<file path="src/rtl/mm_pkg.sv">
package mm_pkg;
  localparam int ADDR_W = 16;
  localparam int RAM_AW = 11;
  localparam int REG_AW = 3;
  localparam int ROM_AW = 15;
  localparam int OFF_W  = ROM_AW;
  localparam int ROM_SMALL_AW = ROM_AW - 1;

  typedef enum logic [1:0] {
    TGT_NONE = 2'd0,
    TGT_RAM  = 2'd1,
    TGT_REG  = 2'd2,
    TGT_ROM  = 2'd3
  } mm_tgt_e;

  // Region decode by the top address bits: bit 15 marks ROM, bit 14 the hole,
  // bit 13 the register window, otherwise work RAM.
  function automatic mm_tgt_e region_of(input logic [ADDR_W-1:0] a);
    if (a[15])      return TGT_ROM;
    else if (a[14]) return TGT_NONE;
    else if (a[13]) return TGT_REG;
    else            return TGT_RAM;
  endfunction

  // Mirror fold: keep only the offset bits that the target decodes.
  function automatic logic [OFF_W-1:0] fold_off(input mm_tgt_e t,
                                               input logic [ADDR_W-1:0] a,
                                               input logic big);
    logic [OFF_W-1:0] o;
    o = '0;
    case (t)
      TGT_RAM: o = OFF_W'(a[RAM_AW-1:0]);
      TGT_REG: o = OFF_W'(a[REG_AW-1:0]);
      TGT_ROM: o = big ? a[ROM_AW-1:0] : OFF_W'(a[ROM_SMALL_AW-1:0]);
      default: o = '0;
    endcase
    return o;
  endfunction
endpackage

</file>
<file path="src/rtl/mm_region_dec.sv">
module mm_region_dec
  import mm_pkg::*;
(
  input  logic              req,
  input  logic [ADDR_W-1:0] addr,
  output mm_tgt_e           tgt
);
  always_comb begin
    tgt = req ? region_of(addr) : TGT_NONE;
  end
endmodule

</file>
<file path="src/rtl/mm_fold.sv">
module mm_fold
  import mm_pkg::*;
(
  input  mm_tgt_e           tgt,
  input  logic [ADDR_W-1:0] addr,
  input  logic              rom_big,
  output logic [OFF_W-1:0]  off
);
  always_comb begin
    off = fold_off(tgt, addr, rom_big);
  end
endmodule

</file>
<file path="src/rtl/mm_rd_mux.sv">
module mm_rd_mux
  import mm_pkg::*;
#(
  parameter int DATA_W = 8
) (
  input  logic              clk,
  input  logic              rst_n,
  input  logic              capture,
  input  mm_tgt_e           tgt,
  input  logic [DATA_W-1:0] ram_rdata,
  input  logic [DATA_W-1:0] reg_rdata,
  input  logic [DATA_W-1:0] rom_rdata,
  output logic [DATA_W-1:0] rd_data
);
  mm_tgt_e tgt_q;

  always_ff @(posedge clk or negedge rst_n) begin
    if (!rst_n) tgt_q <= TGT_NONE;
    else        tgt_q <= capture ? tgt : TGT_NONE;
  end

  always_comb begin
    case (tgt_q)
      TGT_RAM: rd_data = ram_rdata;
      TGT_REG: rd_data = reg_rdata;
      TGT_ROM: rd_data = rom_rdata;
      default: rd_data = '0;
    endcase
  end
endmodule

</file>
<file path="src/rtl/mirror_map_dec.sv">
module mirror_map_dec
  import mm_pkg::*;
#(
  parameter int DATA_W = 8
) (
  input  logic              clk,
  input  logic              rst_n,
  input  logic              req,
  input  logic              wr,
  input  logic [ADDR_W-1:0] addr,
  input  logic              rom_big,
  output logic              ram_sel,
  output logic              reg_sel,
  output logic              rom_sel,
  output logic              ram_we,
  output logic              reg_we,
  output logic [OFF_W-1:0]  phys_addr,
  input  logic [DATA_W-1:0] ram_rdata,
  input  logic [DATA_W-1:0] reg_rdata,
  input  logic [DATA_W-1:0] rom_rdata,
  output logic [DATA_W-1:0] rd_data
);
  localparam int N_TGT = 3;

  mm_tgt_e          tgt;
  logic [N_TGT-1:0] sel_vec;
  logic             rd_cap;

  mm_region_dec u_dec (
    .req  (req),
    .addr (addr),
    .tgt  (tgt)
  );

  mm_fold u_fold (
    .tgt     (tgt),
    .addr    (addr),
    .rom_big (rom_big),
    .off     (phys_addr)
  );

  for (genvar i = 0; i < N_TGT; i++) begin : g_sel
    assign sel_vec[i] = (tgt == mm_tgt_e'(2'(i + 1)));
  end

  assign ram_sel = sel_vec[0];
  assign reg_sel = sel_vec[1];
  assign rom_sel = sel_vec[2];
  // ROM has no write enable, so writes decoded there are dropped.
  assign ram_we  = sel_vec[0] & wr;
  assign reg_we  = sel_vec[1] & wr;
  assign rd_cap  = req & ~wr;

  mm_rd_mux #(.DATA_W(DATA_W)) u_mux (
    .clk       (clk),
    .rst_n     (rst_n),
    .capture   (rd_cap),
    .tgt       (tgt),
    .ram_rdata (ram_rdata),
    .reg_rdata (reg_rdata),
    .rom_rdata (rom_rdata),
    .rd_data   (rd_data)
  );
endmodule

</file>
<file path="config.mk">
export PLATFORM = sky130hd
export DESIGN_NAME = mirror_map_dec
export DESIGN_NICKNAME = d
export VERILOG_FILES = /design/src/rtl/mm_pkg.sv /design/src/rtl/mm_region_dec.sv /design/src/rtl/mm_fold.sv /design/src/rtl/mm_rd_mux.sv /design/src/rtl/mirror_map_dec.sv
export SDC_FILE = /design/constraint.sdc
export NUM_CORES = 1
export LEC_CHECK = 0
export BUFFER_PORTS_ARGS = -buffer_cell sky130_fd_sc_hd__buf_2
export CORE_UTILIZATION = 29
export DETAILED_ROUTE_END_ITERATION = 10
export GPL_TIMING_DRIVEN = 0
export PLACE_DENSITY = 0.83
export SLEW_MARGIN = 20
export SYNTH_ARGS = -nofsm -noshare
export SYNTH_HDL_FRONTEND = slang
export SYNTH_SLANG_ARGS = --single-unit
export TNS_END_PERCENT = 100
</file>
<file path="constraint.sdc">
create_clock -name clk -period 1.8 [get_ports clk]
set_input_delay 0.27 -clock clk [delete_from_list [all_inputs] [get_ports clk]]
set_output_delay 0.27 -clock clk [all_outputs]
set_load 0.005 [all_outputs]
</file>
; Yosys cells after proc, flatten, opt, wreduce, memory -nomap -nowiden
; Index checks and enable logic that the tools add are counted.
[word_totals]
ff_bits = 2
inputBits = 45
elab_cells = 19
[classes]
n_eq_ne = 6
muxes = 8
n_bitwise = 4
[op_table]
columns = operator, n
row1 = 15-bit case mux with 3 select lines, 1
row2 = 8-bit case mux with 3 select lines, 1
row3 = 15-bit 2-to-1 mux, 1
row4 = 2-bit 2-to-1 mux, 5
row5 = "2-bit equality test, second input constant", 4
row6 = "2-bit by 1-bit equality test with 1-bit output, second input constant", 2
row7 = 1-bit bitwise AND, 3
row8 = 1-bit inverter, 1

; Longest topological paths before layout
; Gate-level depths: netlist of run 1.
[depth]
depth_word = 6
depth_mapped = 4
ltp_nobuf = 2

; Modules after synthesis
; Synthesis of run 1 repeated with hierarchy kept, for this count alone.
[hier_totals]
cells_unflattened = 50
hier_area_um2 = 444.2
[modules_own_cells]
columns = mod, n_inst, cells_each, area_per_inst_um2, seq_area_each_um2
row1 = mm_rd_mux, 1, 24, 254.0, 50.0
row2 = mm_fold, 1, 16, 121.4, 0.0
row3 = mirror_map_dec, 1, 6, 43.8, 0.0
row4 = mm_region_dec, 1, 4, 25.0, 0.0

; Worst setup path before layout of run 1
; No wires, ideal clock.
[synth_path]
path_type = register to output
startpoint = register u_mux.tgt_q[0]
endpoint = output rd_data[0]
t_arrival_ns = 0.999
required_time_ns = 1.530
slack_ns = 0.531
path_stages_with_launch = 4
path_buffers = 1
path_cell_list = dfrtp_1 -> buf_6 -> mux2_4 -> a22o_1
[synth_via]
elab_chain_cells = 2
word_cells_on_any_way = 4
[synth_lines]
columns = element, line
row1 = start: declaration, mm_rd_mux.sv:15  ; mm_tgt_e tgt_q;
row2 = start signal: assignment, mm_rd_mux.sv:19  ; else tgt_q <= capture ? tgt : TGT_NONE;
row3 = 2-bit equality test or 2-bit by 1-bit equality test with 1-bit output (tied branches), mm_rd_mux.sv:23  ; case (tgt_q)
row4 = 8-bit case mux with 3 select lines *, mm_rd_mux.sv:23
row5 = end: declaration, mirror_map_dec.sv:21  ; output logic [DATA_W-1:0] rd_data
; Every way passes the cells marked *; elsewhere a longest branch is shown, timed or not.

; Final worst setup path of run 1
[layout_path]
startpoint = register u_mux.tgt_q[0]
endpoint = output rd_data[2]
; The elaborated chain is that of the path after synthesis.

==> impl_metrics.env, run 1 <==
export IMPL_synth_seq_cells=2
export IMPL_io_pins=73
export IMPL_filler_cell_count=134
export IMPL_dpl_hpwl_um=1270
export IMPL_cp_start_kind="flop"
export IMPL_synth_common_cells="8 x a22o_1, 8 x and3b_1, 7 x and3_1, 7 x mux2_2, 3 x and2_1"
export IMPL_cp_depth=5
export IMPL_use_met3_pct=3.72
export IMPL_clock_sinks=2
export IMPL_die_h_um=41.4
export IMPL_layout_drive_gt1_share_pct=71.2
export IMPL_antenna_cells=0
export IMPL_syn2layout_area_growth_pct=91.6
export IMPL_grt_pass1_vias=459
export IMPL_startpoint="u_mux.tgt_q[0]$_DFF_PN0_"
export IMPL_grtUsageMet1_pct=14.4
export IMPL_fin_tns_setup_ns=0
export IMPL_design_area_um2=861
export IMPL_relSlewSlack_pct=80.3
export IMPL_critPathBufInv=3
export IMPL_cpMaxStageDelayCell="dfrtp_1"
export IMPL_synth_flop_cell="dfrtp_1"
export IMPL_cp_max_fo=9
export IMPL_ir_drop_uv=218
export IMPL_largest_reg_flops=2
export IMPL_synth_cells=49
export IMPL_top_regs="u_mux.tgt_q: 2 flops"
export IMPL_finalSetupViolations=0
export IMPL_design_core_area_mm2=0.00137
export IMPL_nets=172
export IMPL_arrival_ns=1.36
export IMPL_initial_utilization_pct=32.9
export IMPL_avgSynthCellArea_um2=9.17
export IMPL_drt_pass1_iter_count=2
export IMPL_portBuffers=72
export IMPL_dpl_cell_area_um2=828
export IMPL_cap_violations=0
export IMPL_dp_cells=136
export IMPL_yosysUniqueCellTypes=18
export IMPL_cts_path_max_buffers=2
export IMPL_grt_max_degree=11
export IMPL_antenna_found_initial=0
export IMPL_min_path_type="in -> reg"
export IMPL_synth_warnings=0
export IMPL_wire_per_inst_um=10.6
export IMPL_outcome="complete, no violations"
export IMPL_hold_viol_final=0
export IMPL_async_flop_share_pct=100
export IMPL_vias_per_cell=4.96
export IMPL_tightest_slew_ns=0.295
export IMPL_worstSetupEndpointType="output pin"
export IMPL_cts_setup_buffers=0
export IMPL_wl_um=1490
export IMPL_crit_family="buffers and inverters"
export IMPL_fin_cells=140
export IMPL_ant_nets=0
export IMPL_cts_htree_levels=1
export IMPL_crit_path_cell_trace="buf_6 > nor2b_1 > buf_2 > a22o_1 > buf_2"
export IMPL_rsz0062_at_grt="false"
export IMPL_grt_overflow=0
export IMPL_place_congestion=0.737
export IMPL_worst_ep_required_time_ns=1.53
export IMPL_cts_made_buffers=3
export IMPL_ys_seq_area_share_pct=11.1
export IMPL_cts_root_buf="clkbuf_4"
export IMPL_gr_usage_all_layers_pct=16.0
export IMPL_die_area_mm2=0.00171
export IMPL_grt_use_met2_pct=30.5
export IMPL_cp_slowest_stage_delay_ns=0.36
export IMPL_drv_slew=0
export IMPL_crit_top_cell="buf_2"
export IMPL_num_vias=695
export IMPL_yosysTopAreaCell="mux2_2"
export IMPL_drc=0
export IMPL_syn_area_um2=449
export IMPL_top_register="u_mux.tgt_q"
export IMPL_power_density_mw_per_mm2=349
export IMPL_p_leak_nw=0.576
export IMPL_yosys_top_cells_area="mux2_2 18%, a22o_1 16%, and3b_1 16%"
export IMPL_drt_iter0_drc=3
export IMPL_cts_tree="yes"
export IMPL_path_clk_slew_ns=0.03
export IMPL_grt_pass1_wl_um=1720
export IMPL_synth_top_cell_area_share_pct=17.5
export IMPL_grt_busiest_layer="met2"
export IMPL_endpoint="rd_data[2]"
export IMPL_path_class="reg -> out"
export IMPL_synth_edff_count=0
export IMPL_placementRows=13
export IMPL_period_share_pct=90.7
export IMPL_layout_min_cycle_time_ns=1.63
export IMPL_max_freq_mhz=613
export IMPL_die_w_um=41.4
export IMPL_syn_num_nets=94
## cells in the final DEF (no fill, tap or decap)
cell,n
mux2_2,7
buf_6,1
nor3b_1,1
nand2b_1,1
clkbuf_1,1
nor2b_1,2
buf_2,74
and3b_1,8
o211a_1,1
dfrtp_1,2
and2_1,3
a22o_1,8
mux2_4,1
nor4b_2,1
inv_1,1
and3_1,7
o21ba_2,1
and4bb_2,1
dlygate4sd3_1,1
clkbuf_4,3
## cells by family (layout without fill, tap and decap cells)
group,Yosys count,after routing,synth area share (%)
AO/OA/AOI/OAI,10,10,20.1
AND/OR/NAND/NOR,24,24,41.5
flip-flops,2,2,11.1
multiplexers,8,8,20.9
buffers and inverters,5,81,6.40
## where the power goes
group / internal, mW / leakage, nW / switching [mW]
sequential: 0.0474 / 0.0266 / 0.000603
clock: 0.0734 / 0.0138 / 0.0240
combinational: 0.0961 / 0.536 / 0.0586
total: 0.217 / 0.576 / 0.0832
## final cells by class
| type | count | area (um^2) | share of cell area [%] |
|---|---|---|---|
| multi-input cells | 42 | 370 | 43.0 |
| repair buffers | 73 | 370 | 43.0 |
| flip-flops and latches | 2 | 50.0 | 5.81 |
| plain buffers | 4 | 25.0 | 2.91 |
| clock buffers | 3 | 22.5 | 2.62 |
| well taps | 15 | 18.8 | 2.18 |
| inverters | 1 | 3.75 | 0.436 |
## layer usage
layer  vias to the layer above  part of all wire [%]
met5                         -                     0
met4                         0                     0
met3                         0                    15
met2                        53                    52
met1                       300                    32
li1                        342                     -
## metrics by stage
stage                     util, %  worst slack (ns)  hold slack, ns  total power, mW
final                        63.0             0.168           0.248            0.300
after global routing         63.0             0.113           0.269            0.331
after CTS                    63.0             0.153           0.244            0.309
after detailed placement     60.6             0.390          0.0564            0.203
after global placement       60.6             0.404          0.0547            0.199
after floorplan                 -             0.531         -0.0256            0.117
## repair_timing
item,CTS,global route
hold buffers,1,0
hold endpoints to repair,2,0
resized for setup,0,0
setup endpoints to repair,0,0
## worst min-delay path by stage
stage | startpoint | to | depth (start not counted)
floorplan | rst_n | u_mux.tgt_q[0]$_DFF_PN0_ | 0
global placement | rst_n | u_mux.tgt_q[1]$_DFF_PN0_ | 1
detailed placement | rst_n | u_mux.tgt_q[0]$_DFF_PN0_ | 1
CTS | wr | u_mux.tgt_q[0]$_DFF_PN0_ | 2
global route | wr | u_mux.tgt_q[0]$_DFF_PN0_ | 2
finish | wr | u_mux.tgt_q[0]$_DFF_PN0_ | 2
Note: power is estimated with default switching activity, not from simulation.
==> run 2, diff against run 1 <==
--- a/config.mk
+++ b/config.mk
@@ -9,7 +9,8 @@
 export CORE_UTILIZATION = 29
 export DETAILED_ROUTE_END_ITERATION = 10
 export GPL_TIMING_DRIVEN = 0
-export PLACE_DENSITY = 0.83
+export PLACE_DENSITY = 0.84
+export REMOVE_ABC_BUFFERS = 1
 export SLEW_MARGIN = 20
 export SYNTH_ARGS = -nofsm -noshare
 export SYNTH_HDL_FRONTEND = slang
==> impl_metrics.env, run 2 (same netlist as run 1, synthesis figures left out) <==
export IMPL_drt_iter0_drc=2
export IMPL_die_w_um=41.4
export IMPL_syn2layout_area_growth_pct=88.0
export IMPL_worstSetupEndpointType="output pin"
export IMPL_antenna_cells=0
export IMPL_layout_drive_gt1_share_pct=72.7
export IMPL_design_core_area_mm2=0.00137
export IMPL_nets=168
export IMPL_finalSetupViolations=0
export IMPL_grt_overflow=0
export IMPL_die_h_um=41.4
export IMPL_grt_pass1_wl_um=1760
export IMPL_layout_commonest_cell="buf_2"
export IMPL_hold_viol_final=0
export IMPL_cap_violations=0
export IMPL_cp_max_fo=9
export IMPL_design_area_um2=845
export IMPL_die_area_mm2=0.00171
export IMPL_num_vias=653
export IMPL_rsz0062_at_grt="false"
export IMPL_largest_reg_flops=2
export IMPL_crit_path_cell_trace="mux2_4 > a22o_1 > buf_2"
export IMPL_total_power_mw=0.301
export IMPL_dpl_hpwl_um=1260
export IMPL_cts_tree="yes"
export IMPL_max_freq_mhz=610
export IMPL_layout_min_cycle_time_ns=1.64
export IMPL_drc=0
export IMPL_filler_cell_count=128
export IMPL_startpoint="u_mux.tgt_q[0]$_DFF_PN0_"
export IMPL_cts_setup_buffers=0
export IMPL_cp_start_kind="flop"
export IMPL_arrival_ns=1.37
export IMPL_fin_tns_setup_ns=0
export IMPL_wl_um=1530
export IMPL_dpl_cell_area_um2=803
export IMPL_ir_drop_uv=204
export IMPL_vias_per_cell=4.80
export IMPL_cts_htree_levels=1
export IMPL_tightest_slew_ns=0.304
export IMPL_fin_util_pct=61.8
export IMPL_grt_pass1_vias=472
export IMPL_cts_root_buf="clkbuf_4"
export IMPL_drv_slew=0
export IMPL_path_clk_slew_ns=0.03
export IMPL_top_register="u_mux.tgt_q"
export IMPL_ant_nets=0
export IMPL_portBuffers=72
export IMPL_initial_utilization_pct=32.9
export IMPL_relSlewSlack_pct=79.7
export IMPL_place_congestion=0.655
export IMPL_cpMaxStageDelayCell="dfrtp_2"
export IMPL_grt_max_degree=20
export IMPL_top_regs="u_mux.tgt_q: 2 flops"
export IMPL_most_common_layout_cells="72 x buf_2, 8 x and3b_1, 8 x a22o_1"
export IMPL_io_pins=73
export IMPL_clock_sinks=2
export IMPL_worst_ep_required_time_ns=1.53
export IMPL_wire_per_inst_um=11.2
export IMPL_drt_pass1_iter_count=3
export IMPL_period_share_pct=91.1
export IMPL_cts_made_buffers=3
export IMPL_placementRows=13
export IMPL_cts_path_max_buffers=2
export IMPL_endpoint="rd_data[0]"
export IMPL_path_class="reg -> out"
export IMPL_cp_slowest_stage_delay_ns=0.47
export IMPL_gr_usage_all_layers_pct=16.7
export IMPL_antenna_found_initial=0
export IMPL_min_path_type="in -> reg"
export IMPL_p_leak_nw=0.559
export IMPL_power_density_mw_per_mm2=356
export IMPL_outcome="complete, no violations"
==> run 2: cell types whose count changed in the layout (fill, tap and decap cells not counted) <==
| cell | previous run | this run |
|---|---|---|
| clkbuf_1 | 1 | 0 |
| nor2b_1 | 2 | 1 |
| dfrtp_2 | 0 | 1 |
| buf_6 | 1 | 0 |
| dfrtp_1 | 2 | 1 |
| nor2b_4 | 0 | 1 |
| buf_2 | 74 | 72 |
==> run 2: power breakdown <==
part / total, mW / internal (mW) / leakage [nW] / switching, mW
clock: 0.101 / 0.0737 / 0.0138 / 0.0272
combinational: 0.146 / 0.0933 / 0.520 / 0.0524
sequential: 0.0540 / 0.0476 / 0.0252 / 0.00632
total: 0.301 / 0.215 / 0.559 / 0.0859
==> run 2: stage by stage <==
stage	setup slack (ns)	hold WS, ns	instances
6_report	0.161	0.252	136
5_1_grt	0.108	0.268	136
4_1_cts	0.0652	0.247	136
3_5_place_dp	0.188	0.0572	132
3_3_place_gp	0.200	0.0553	132
2_1_floorplan	0.446	-0.0256	45
==> run 2: layer usage <==
metal	wire (um)	track usage, %	vias up	part of all wire, %
met5	0	0	-	0
met4	0	14.5	0	0
met3	196	3.19	0	13
met2	820	31.6	47	54
met1	510	14.7	271	33
li1	-	-	335	-
==> run 2: critical path: cells and delay by family, from the launching register on <==
| family | cells | cell delay, ns |
|---|---|---|
| buf+inv | 1 | 0.12 |
| flops | 1 | 0.47 |
| mux | 1 | 0.32 |
| compound gates | 1 | 0.23 |
==> run 2: worst min-delay path by stage <==
stage	cells after the start	to	start	slack, ns
2_1_floorplan	0	u_mux.tgt_q[0]$_DFF_PN0_	rst_n	-0.03
3_3_place_gp	1	u_mux.tgt_q[0]$_DFF_PN0_	rst_n	0.06
3_5_place_dp	1	u_mux.tgt_q[0]$_DFF_PN0_	rst_n	0.06
4_1_cts	2	u_mux.tgt_q[0]$_DFF_PN0_	wr	0.25
5_1_grt	2	u_mux.tgt_q[0]$_DFF_PN0_	wr	0.27
6_report	2	u_mux.tgt_q[0]$_DFF_PN0_	wr	0.25
==> run 2: cell type report <==
cell class | instances | area (um^2) | area share (%)
repair buffers | 73 | 370 | 43.9
flip-flops and latches | 2 | 51.3 | 6.07
clock buffers | 3 | 22.5 | 2.67
inverters | 1 | 3.75 | 0.444
well taps | 15 | 18.8 | 2.22
multi-input cells | 42 | 378 | 44.7
==> run 2: what timing repair did <==
| action | CTS | global route |
|---|---|---|
| endpoints found under the hold margin | 2 | 0 |
| resized for setup | 1 | 2 |
| endpoints found under the setup margin | 8 | 8 |
| hold buffers | 1 | 0 |
